===== src/rtl/exc_seq_pkg.sv =====
package exc_seq_pkg;

    localparam int CAUSE_W = 5;

    typedef enum logic [1:0] {
        PCSEL_SEQ = 2'd0,
        PCSEL_VEC = 2'd1,
        PCSEL_EPC = 2'd2
    } pc_sel_e;

    typedef enum logic [CAUSE_W-1:0] {
        CAUSE_IRQ   = 5'd0,
        CAUSE_UNDEF = 5'd10,
        CAUSE_OVF   = 5'd12,
        CAUSE_NONE  = 5'd31
    } cause_e;

    typedef enum logic [1:0] {
        EPC_HOLD = 2'd0,
        EPC_CUR  = 2'd1,
        EPC_NEXT = 2'd2
    } epc_src_e;

    typedef struct packed {
        pc_sel_e  sel;
        logic     vec_irq;
        logic     save;
        epc_src_e epc_src;
        cause_e   cause;
        logic     clr_irq;
    } decision_t;

    function automatic cause_e fault_code(input logic undef);
        return undef ? CAUSE_UNDEF : CAUSE_OVF;
    endfunction

endpackage


===== src/rtl/exc_irq_flag.sv =====
module exc_irq_flag (
    input  logic clk,
    input  logic rst,
    input  logic set_i,
    input  logic clr_i,
    output logic flag_o
);
    logic flag_q;

    always_ff @(posedge clk) begin
        if (rst) flag_q <= 1'b0;
        else     flag_q <= set_i | (flag_q & ~clr_i);
    end

    assign flag_o = flag_q;
endmodule


===== src/rtl/exc_arbiter.sv =====
module exc_arbiter
    import exc_seq_pkg::*;
(
    input  logic      irq_pending_i,
    input  logic      instr_end_i,
    input  logic      rfe_i,
    input  logic      exc_undef_i,
    input  logic      exc_ovf_i,
    output decision_t dec_o
);
    logic fault;
    logic take_irq;

    assign fault    = exc_undef_i | exc_ovf_i;
    assign take_irq = instr_end_i & irq_pending_i & ~fault;

    always_comb begin
        dec_o         = '0;
        dec_o.sel     = PCSEL_SEQ;
        dec_o.epc_src = EPC_HOLD;
        dec_o.cause   = CAUSE_NONE;
        if (fault) begin
            dec_o.sel     = PCSEL_VEC;
            dec_o.save    = 1'b1;
            dec_o.epc_src = EPC_CUR;
            dec_o.cause   = fault_code(exc_undef_i);
        end else if (take_irq) begin
            dec_o.sel     = PCSEL_VEC;
            dec_o.vec_irq = 1'b1;
            dec_o.save    = 1'b1;
            dec_o.epc_src = rfe_i ? EPC_HOLD : EPC_NEXT;
            dec_o.cause   = CAUSE_IRQ;
            dec_o.clr_irq = 1'b1;
        end else if (instr_end_i && rfe_i) begin
            dec_o.sel = PCSEL_EPC;
        end
    end
endmodule


===== src/rtl/exc_state_regs.sv =====
module exc_state_regs
    import exc_seq_pkg::*;
#(
    parameter int XLEN = 32
) (
    input  logic            clk,
    input  logic            rst,
    input  decision_t       dec_i,
    input  logic [XLEN-1:0] pc_cur_i,
    input  logic [XLEN-1:0] pc_next_i,
    output logic [XLEN-1:0] epc_o,
    output cause_e          cause_o
);
    logic [XLEN-1:0] epc_q;
    cause_e          cause_q;

    always_ff @(posedge clk) begin
        if (rst) begin
            epc_q   <= '0;
            cause_q <= CAUSE_NONE;
        end else if (dec_i.save) begin
            cause_q <= dec_i.cause;
            case (dec_i.epc_src)
                EPC_CUR:  epc_q <= pc_cur_i;
                EPC_NEXT: epc_q <= pc_next_i;
                default:  epc_q <= epc_q;
            endcase
        end
    end

    assign epc_o   = epc_q;
    assign cause_o = cause_q;
endmodule


===== src/rtl/exc_pc_mux.sv =====
module exc_pc_mux
    import exc_seq_pkg::*;
#(
    parameter int              XLEN       = 32,
    parameter logic [XLEN-1:0] EXC_VECTOR = 32'h8000_0180,
    parameter logic [XLEN-1:0] IRQ_VECTOR = 32'h8000_0200
) (
    input  decision_t       dec_i,
    input  logic [XLEN-1:0] pc_next_i,
    input  logic [XLEN-1:0] epc_i,
    output logic [XLEN-1:0] target_o
);
    always_comb begin
        case (dec_i.sel)
            PCSEL_VEC: target_o = dec_i.vec_irq ? IRQ_VECTOR : EXC_VECTOR;
            PCSEL_EPC: target_o = epc_i;
            default:   target_o = pc_next_i;
        endcase
    end
endmodule


===== src/rtl/exc_seq_unit.sv =====
module exc_seq_unit
    import exc_seq_pkg::*;
#(
    parameter int              XLEN       = 32,
    parameter logic [XLEN-1:0] EXC_VECTOR = 32'h8000_0180,
    parameter logic [XLEN-1:0] IRQ_VECTOR = 32'h8000_0200
) (
    input  logic               clk,
    input  logic               rst,
    input  logic               irq_set_i,
    input  logic               instr_end_i,
    input  logic               rfe_i,
    input  logic               exc_undef_i,
    input  logic               exc_ovf_i,
    input  logic [XLEN-1:0]    pc_cur_i,
    input  logic [XLEN-1:0]    pc_next_seq_i,
    output logic               irq_pending_o,
    output logic [XLEN-1:0]    epc_o,
    output logic [CAUSE_W-1:0] cause_o,
    output logic [1:0]         pc_sel_o,
    output logic [XLEN-1:0]    pc_target_o
);
    decision_t dec;
    cause_e    cause_q;
    logic      flag;

    exc_irq_flag u_flag (
        .clk    (clk),
        .rst    (rst),
        .set_i  (irq_set_i),
        .clr_i  (dec.clr_irq),
        .flag_o (flag)
    );

    exc_arbiter u_arb (
        .irq_pending_i (flag),
        .instr_end_i   (instr_end_i),
        .rfe_i         (rfe_i),
        .exc_undef_i   (exc_undef_i),
        .exc_ovf_i     (exc_ovf_i),
        .dec_o         (dec)
    );

    exc_state_regs #(.XLEN(XLEN)) u_regs (
        .clk       (clk),
        .rst       (rst),
        .dec_i     (dec),
        .pc_cur_i  (pc_cur_i),
        .pc_next_i (pc_next_seq_i),
        .epc_o     (epc_o),
        .cause_o   (cause_q)
    );

    exc_pc_mux #(
        .XLEN       (XLEN),
        .EXC_VECTOR (EXC_VECTOR),
        .IRQ_VECTOR (IRQ_VECTOR)
    ) u_mux (
        .dec_i     (dec),
        .pc_next_i (pc_next_seq_i),
        .epc_i     (epc_o),
        .target_o  (pc_target_o)
    );

    assign irq_pending_o = flag;
    assign cause_o       = cause_q;
    assign pc_sel_o      = dec.sel;
endmodule


===== config.mk =====
export PLATFORM = sky130hd
export DESIGN_NAME = exc_seq_unit
export DESIGN_NICKNAME = d
export VERILOG_FILES = /design/src/rtl/exc_seq_pkg.sv /design/src/rtl/exc_irq_flag.sv /design/src/rtl/exc_arbiter.sv /design/src/rtl/exc_state_regs.sv /design/src/rtl/exc_pc_mux.sv /design/src/rtl/exc_seq_unit.sv
export SDC_FILE = /design/constraint.sdc
export NUM_CORES = 1
export LEC_CHECK = 0
export BUFFER_PORTS_ARGS = -buffer_cell sky130_fd_sc_hd__buf_2
export CELL_PAD_IN_SITES_DETAIL_PLACEMENT = 1
export CELL_PAD_IN_SITES_GLOBAL_PLACEMENT = 1
export CORE_MARGIN = 4
export CORE_UTILIZATION = 32
export DETAILED_ROUTE_END_ITERATION = 12
export GPL_ROUTABILITY_DRIVEN = 0
export GPL_TIMING_DRIVEN = 0
export PLACE_DENSITY_LB_ADDON = 0.15
export SLEW_MARGIN = 20
export SYNTH_ARGS = -nofsm -noshare
export SYNTH_HDL_FRONTEND = slang
export SYNTH_HIERARCHICAL = 1
export SYNTH_SLANG_ARGS = --single-unit

===== constraint.sdc =====
create_clock -name clk -period 2.4 [get_ports clk]
set_input_delay 0.48 -clock clk [delete_from_list [all_inputs] [get_ports clk]]
set_output_delay 0.48 -clock clk [all_outputs]
set_load 0.005 [all_outputs]

# After elaboration in Yosys (flattened, before gate mapping)
# Cells that the tools add are included.
totals:
  register_bits: 38
  inputBits: 71
op_classes:
  mux: 12
  bitwise: 7
  eq_ne: 4
  reduce_logical: 3
op_table:
  columns: ["op", "count"]
  rows:
  - ["$pmux 32 s2", 2]
  - ["$mux 10", 2]
  - ["$mux 2", 4]
  - ["$mux 8", 1]
  - ["$eq 2x1->1 const B", 2]
  - ["$eq 2x2->1 const B", 2]
  - ["$and 1x1->1", 3]
  - ["$mux 3", 1]
  - ["$mux 1", 2]
  - ["$not 1->1", 2]
  - ["$or 1x1->1", 2]
  - ["$reduce_and 2->1", 1]
  - ["$reduce_bool 2->1", 1]
  - ["$logic_and 1x1->1", 1]

# Longest topological paths before layout
# Gate-level depths: netlist of run 1.
logic_depth:
  ltp_word: 8
  mapped_depth: 10
  mapped_depth_nobuf: 7

# By module
# Netlist of run 1, hierarchy kept.
by_module_without_submodules:
  columns: ["mod", "area_each_um2", "cells_per_inst", "n_inst"]
  rows:
  - ["exc_state_regs", 1825.5, 162, 1]
  - ["exc_pc_mux", 465.4, 56, 1]
  - ["exc_arbiter", 110.1, 17, 1]
  - ["exc_irq_flag", 38.8, 4, 1]

# Worst setup path before layout of run 1
# No wires, ideal clock.
synth_path:
  kind: "in2out"
  startpoint: "input exc_undef_i"
  endpoint: "output pc_target_o[0]"
  arrival_time_ns: 1.774
  cell_stages: 9
  setup_slack_ns: 0.146
  required_ns: 1.920
  path_buffers: 3
  cell_sequence: "nor2_4 -> inv_2 -> nor3_2 -> ha_1 -> buf_4 -> nor2b_4 -> buf_6 -> buf_12 -> a22o_2"
synth_via:
  elab_chain_cells: 7
synth_lines:
  columns: ["element", "line_no", "text"]
  rows:
  - ["from (decl)", "exc_seq_unit.sv:13", "input logic exc_undef_i,"]
  - ["$or 1x1->1 *", "exc_arbiter.sv:14", "assign fault = exc_undef_i | exc_ovf_i;"]
  - ["named net u_arb.fault", "exc_arbiter.sv:11", "logic fault;"]
  - ["$not 1->1", "exc_arbiter.sv:15", "assign take_irq = instr_end_i & irq_pending_i & ~fault;"]
  - ["$and 1x1->1", "exc_arbiter.sv:15", null]
  - ["$mux 2", "exc_arbiter.sv:27", "end else if (take_irq) begin"]
  - ["$mux 2 *", "exc_arbiter.sv:22", "if (fault) begin"]
  - ["named net pc_sel_o[1]", "exc_seq_unit.sv:20", "output logic [1:0] pc_sel_o,"]
  - ["$eq 2x2->1 or $eq 2x1->1 (tied branches)", "exc_pc_mux.sv:14", "case (dec_i.sel)"]
  - ["$pmux 32 s2 *", "exc_pc_mux.sv:14", null]
  - ["to (decl)", "exc_seq_unit.sv:21", "output logic [XLEN-1:0] pc_target_o"]
# Mark *: on every way through the listed nets, which the timed path passes. The rest lies on a longest branch.

# Final worst setup path of run 1
layout_path:
  startpoint: "input exc_ovf_i"
  endpoint: "output pc_target_o[17]"
layout_via:
  elab_chain_cells: 7
layout_lines:
  columns: ["element", "line_no", "text"]
  rows:
  - ["from (decl)", "exc_seq_unit.sv:14", "input logic exc_ovf_i,"]
  - ["$or 1x1->1 *", "exc_arbiter.sv:14", null]
  - ["named net u_arb.fault", "exc_arbiter.sv:11", null]
  - ["$not 1->1", "exc_arbiter.sv:15", null]
  - ["$and 1x1->1", "exc_arbiter.sv:15", null]
  - ["$mux 2", "exc_arbiter.sv:27", null]
  - ["$mux 2 *", "exc_arbiter.sv:22", null]
  - ["$eq 2x2->1 or $eq 2x1->1 (tied branches)", "exc_pc_mux.sv:14", null]
  - ["$pmux 32 s2 *", "exc_pc_mux.sv:14", null]
# Marked as above.

==> results of run 1 <==
==> cells in the mapped netlist (2+ instances only) <==
master    number  area, µm²
mux2i_1       32        320
nor2_1        33        124
nand2_1        8       30.0
a22o_1         7       61.3
o21ai_0        3       15.0
buf_4          8       60.1
ha_1           3       37.5
a211o_1        5       43.8
buf_12         3       60.1
dfxtp_1       38        761
a211oi_2      30        375
a211oi_1       2       15.0
buf_8          2       30.0
buf_6          6       67.6
nand2b_1       2       12.5
buf_2          6       30.0
nor3_2         2       20.0
inv_1          6       22.5
a31oi_1        3       18.8
a21oi_1        2       10.0
nor2b_1        7       43.8
a22o_2        20        200
==> where the power goes <==
group / internal (mW) / leakage, nW / switching (mW)
Clock: 0.222 / 0.0431 / 0.234
Combinational: 0.276 / 1.40 / 0.251
Sequential: 0.688 / 0.317 / 0.0492
==> per-stage QoR <==
| stage | cells | area, µm² | setup slack [ns] | power, mW | TNS, ns |
|---|---|---|---|---|---|
| 2_1_floorplan | 239 | 2440 | 0.146 | 0.990 | 0 |
| 3_3_place_gp | 480 | 3270 | -0.296 | 1.19 | -6.77 |
| 3_5_place_dp | 480 | 3270 | -0.385 | 1.20 | -8.29 |
| 4_1_cts | 496 | 3510 | -0.0764 | 1.69 | -1.49 |
| 6_report | 496 | 3810 | 0.00697 | 1.72 | 0 |
| 5_1_grt | 496 | 3810 | -0.0625 | 1.82 | -1.10 |
==> how the worst max path moves through the flow <==
stage                             start              end  slack, ns
after floorplan             exc_undef_i   pc_target_o[0]       0.15
after global placement      instr_end_i  pc_target_o[11]      -0.30
after detailed placement    instr_end_i  pc_target_o[17]      -0.38
after CTS                     exc_ovf_i  pc_target_o[17]      -0.08
after global routing      u_flag/flag_o  pc_target_o[24]      -0.06
final                         exc_ovf_i  pc_target_o[17]      0.007
==> sequential cells by signal, summed over array words and instances, names as in the netlist <==
signal          count
u_flag/flag_o       1
u_regs/cause_o      5
u_regs/epc_o       32
==> kinds of logic (layout without fill, tap and decap cells) <==
| kind of cell | Yosys count | count (layout) | synth area share, % |
|---|---|---|---|
| buffers and inverters | 34 | 192 | 11.6 |
| muxes | 32 | 32 | 13.1 |
| DFF | 38 | 38 | 31.2 |
| and+or+nand+nor | 57 | 57 | 11.3 |
| AOI/OAI and AO/OA | 75 | 75 | 31.3 |
| adders and majority gates | 3 | 3 | 1.54 |
==> layer usage <==
metal,share of wire [%],vias to the layer above,GRT usage (%)
li1,-,1193,-
met1,45,1180,22.0
met2,48,95,31.8
met3,6.6,8,4.18
met4,1.1,0,4.33
met5,0,-,0
==> layout make-up <==
class	instances	area [µm²]	area share, %
Tap cell	99	124	3.25
Buffer	24	236	6.20
Timing Repair Buffer	155	996	26.1
Sequential cell	38	764	20.1
Inverter	7	28.8	0.755
Clock buffer	6	82.6	2.17
Multi-Input combinational cell	167	1580	41.5
==> layout by cell type, fill, tap and decap left out, types with 4 or more instances in the layout <==
| master | n |
|---|---|
| nand2_1 | 7 |
| inv_1 | 5 |
| dfxtp_1 | 37 |
| nor2b_1 | 6 |
| buf_12 | 4 |
| buf_4 | 13 |
| buf_6 | 29 |
| a211oi_2 | 30 |
| a22o_4 | 20 |
| mux2i_1 | 32 |
| a22o_1 | 7 |
| clkbuf_8 | 6 |
| buf_2 | 127 |
| nor2_1 | 33 |
| a211o_1 | 5 |
==> repair_timing <==
item                                    4_1_cts  5_1_grt
buffers inserted                             10        1
gates resized for setup                      21       40
gates cloned                                  0        2
pin swaps                                     3        6
hold buffers                                  0        0
endpoints found under the setup margin       32       31
==> summary.txt, run 1 <==
Status: finished, final reports clean
Crit path cell chain: buf_6, nor2_4, inv_4, nor3_4, ha_4, nor2b_4, buf_12, clkbuf_16, a22o_4, buf_6
Hold WC Path Type: primary input to register
Post-synth EDFFs: 0
Core area: 7330 µm²
Routed wire length: 8.76 mm
Synth async-reset ratio: 0%
Worst-Margin Slew: 0.317 ns
Syn_nets: 313
Family with the most delay on the worst path: buffers and inverters
Final Setup Violations: 0
Vias per cell: 4.99
Crit path DAT: 1.91 ns
WL per Instance: 17.7 µm
Post-Synthesis Cells: 239
CP max FO: 7
Rows: 31
Peak Freq: 0.418 GHz
Die extent in y: 95.3 µm
Max Slew Vio Count: 0
Sequential area share after synthesis: 31.2%
Layout cell share with drive strength beyond 1: 62.5%
First-pass GRT wire length: 12.7 mm
Area Overhead vs Synth: 56.3%
Yosys reg bits: 38
Finished Core Util: 52.0%
Initial antenna violation count: 0
Starting DRC count in detailed routing: 41
Reg2Reg Setup Slack: 0.85 ns
Starting Density: 33.3%
Port buffer count: 142
Longest Clk Path Bufs: 2
R2R cell count: 8
Top cell by count, worst path: buf_6
Worst hold path endpoint: u_flag/flag_o
Worst Setup Start Kind: primary input
RSZ-0062 raised after global routing: yes
Detail Placement HPWL: 6.20 mm
Number of clock sinks: 38
Skew final: 0.00262 ns
CP Buf/Inv Count: 5
Post-layout min period: 2.39 ns
Boundary pin count: 143
VDD IR max: 204 µV
Die Area: 9090 µm²
Layout fillers: 867
CP max stage cell: nor3_4
Crit end category: output port
Netlist Area Pre-Place: 2440 µm²
Total track usage: 18.0%
Final Hold Viols: 0
Synth warnings: 6
Vias post-DR: 2476
Grt total ovfl: 0
Synth Area per Inst: 10.2 µm²
Worst Hold Depth: 2
CP Class: primary input to output port
Latest clock arrival within the worst-skew pair: 0.29 ns
N_diodes: 0
Largest net degree at the start of global routing: 11
Ratio of final minimum period to clock period: 99.7%
Main synth FF type: dfxtp_1
Worst Path Required: 1.92 ns
Hold Startpoint: rst
Leakage: 1.76 nW
Die width: 95.3 µm
Max Cap Viol: 0
RR Endpoint: u_regs/epc_o[2]
RR Startpoint: u_flag/flag_o
# DRC: 0
Distinct cells, synth: 33
H-tree lvl count: 2
Worst path depth: 10
Post-route ant nets: 0
Root Buffer: clkbuf_8
DRT Pass-1 Iters: 4
Vias in the first global route: 2627
Peak per-stage delay on the critical path: 0.22 ns
Min Hold Slack: 0.346 ns
CTS tree: built
CTS Buf Count: 5
Clk slew on worst S/H paths: 0.08 ns
Power Dens Cells: 451 nW/µm²
Max_slew headroom: 78.9%
Fin nets: 472
Power figures use the tool's default switching activity.
==> run 2, diff against run 1 <==
- ABC_AREA: unset -> 1
- CORE_UTILIZATION: 32 -> 29
==> summary.txt, run 2 <==
Status: finished, final reports clean
CTS tree: built
Synth Area per Inst: 5.46 µm²
Die width: 105 µm
Layout cell share with drive strength beyond 1: 30.2%
Crit path DAT: 1.79 ns
Post-synth EDFFs: 0
Clk slew on worst S/H paths: 0.07 ns
CTS Buf Count: 5
Design Area, Final: 3830 µm²
VDD IR max: 174 µV
Cell taking the most area after synthesis: nand2_1
Worst Path Required: 1.92 ns
Top cell by count, worst path: nand2_4
CTS Hold Bufs: 0
Yosys reg bits: 38
Vias per cell: 4.35
# DRC: 0
Most common cell after layout, fill and taps aside: nand2_1
Peak per-stage delay on the critical path: 0.36 ns
Netlist Area Pre-Place: 2750 µm²
Post-layout min period: 2.27 ns
DRT Pass-1 Iters: 4
Rows: 35
Family with the most delay on the worst path: buffers and inverters
Boundary pin count: 143
Longest Clk Path Bufs: 2
Fin nets: 734
Met3 Track Usage GR: 3.92%
Die Area: 11100 µm²
Max_slew headroom: 62.2%
RSZ-0062 raised after global routing: no
Initial antenna violation count: 0
Starting Density: 29.7%
Synth warnings: 6
Largest net degree at the start of global routing: 11
N_diodes: 0
Power Dens Cells: 448 nW/µm²
Leakage: 2.59 nW
WL per Instance: 13.2 µm
Area contributors post-synth: nand2_1, dfxtp_1, inv_1
Number of clock sinks: 38
Main synth FF type: dfxtp_1
Top cells by count, synth: nand2_1, inv_1, nor2_1
Synth async-reset ratio: 0%
Syn_nets: 577
Distinct cells, synth: 19
Area Overhead vs Synth: 39.4%
Finished Core Util: 41.4%
Ratio of final minimum period to clock period: 94.5%
Starting DRC count in detailed routing: 64
Vias post-DR: 3429
Grt total ovfl: 0
Skew final: 0.00506 ns
First-pass GRT wire length: 16.7 mm
Area post-placement: 3620 µm²
Total track usage: 18.6%
Detail Placement HPWL: 7.97 mm
Largest register FFs: 32
Worst Setup Start Kind: register
M2 GR Usage: 34.2%
Most frequent cells in the layout: nand2_1, buf_2, inv_1
Routed wire length: 10.4 mm
Post-route ant nets: 0
Crit end category: output port
Max Cap Viol: 0
Most frequent cell after synthesis: nand2_1
CP Buf/Inv Count: 3
Core area: 9240 µm²
Port buffer count: 142
Crit path cell chain: nand2_4, nand2_4, nor2_4, ha_4, clkinv_8, bufbuf_16, nand3_1, nand2_1, buf_2
Peak Freq: 0.441 GHz
Root Buffer: clkbuf_8
Max Slew Vio Count: 0
CP Class: register to output port
Total negative slack: 0 ns
Yosys top cell area share: 32.5%
Final Setup Violations: 0
CP max stage cell: dfxtp_2
H-tree lvl count: 2
Busiest layer in global routing: met2
Hold WC Path Type: primary input to register
Latest clock arrival within the worst-skew pair: 0.29 ns
Vias in the first global route: 3486
Die extent in y: 105 µm
Sequential area share after synthesis: 27.7%
Worst-Margin Slew: 0.566 ns
Post-Synthesis Cells: 503
CP max FO: 6
Final Hold Viols: 0
Met1 Track Usage GR: 22.4%
## run 2: path summary, 6_finish.rpt
kind                                        start                 to  slack (ns)  cells after the start
worst max-delay path                u_flag/flag_o    pc_target_o[22]        0.13                      9
worst min-delay path                          rst      u_flag/flag_o        0.36                      2
worst max register to register      u_flag/flag_o    u_regs/epc_o[7]        0.68                     11
worst min register to register  u_regs/cause_o[1]  u_regs/cause_o[1]        0.46                      2
## run 2: kinds of logic after synthesis
kind of cell,synth area share [%]
and+or+nand+nor,51.4
buffers and inverters,19.2
DFF,27.7
adders and majority gates,1.37
AOI/OAI and AO/OA,0.319
## run 2: per-stage QoR
step           instances  worst slack, ns  power, mW  hold slack, ns
2_1_floorplan        503            0.319       1.01           0.453
3_3_place_gp         774          -0.0645       1.23           0.446
3_5_place_dp         774          -0.0865       1.25           0.451
4_1_cts              788           0.0190       1.74           0.353
5_1_grt              788           0.0162       1.84           0.353
6_report             788            0.131       1.72           0.362
## run 2: area by class of cell
cell class,instances,area [µm²]
well taps,129,161
plain buffers,28,215
flip-flops and latches,38,762
inverters,80,313
multi-input cells,355,1480
repair buffers,152,811
fillers,1340,5410
clock buffers,6,82.6
## run 2: per-layer routing
metal | wire, µm | part of all wire [%]
met4 | 89 | 0.85
met5 | 0 | 0
met2 | 5090 | 49
met1 | 4670 | 45
met3 | 570 | 5.5
## run 2: what timing repair did
action                                  in CTS  in global routing
gates cloned                                 1                  0
hold endpoints to repair                     0                  0
pin swaps                                    4                  5
endpoints found under the setup margin      32                 10
resized for setup                           10                  3
buffers inserted                             7                  2
## run 2: report_power, final
part	total, mW	switching [mW]	internal, mW
Combinational	0.530	0.290	0.240
Clock	0.456	0.234	0.222
Sequential	0.730	0.0417	0.688
Total	1.72	0.565	1.15
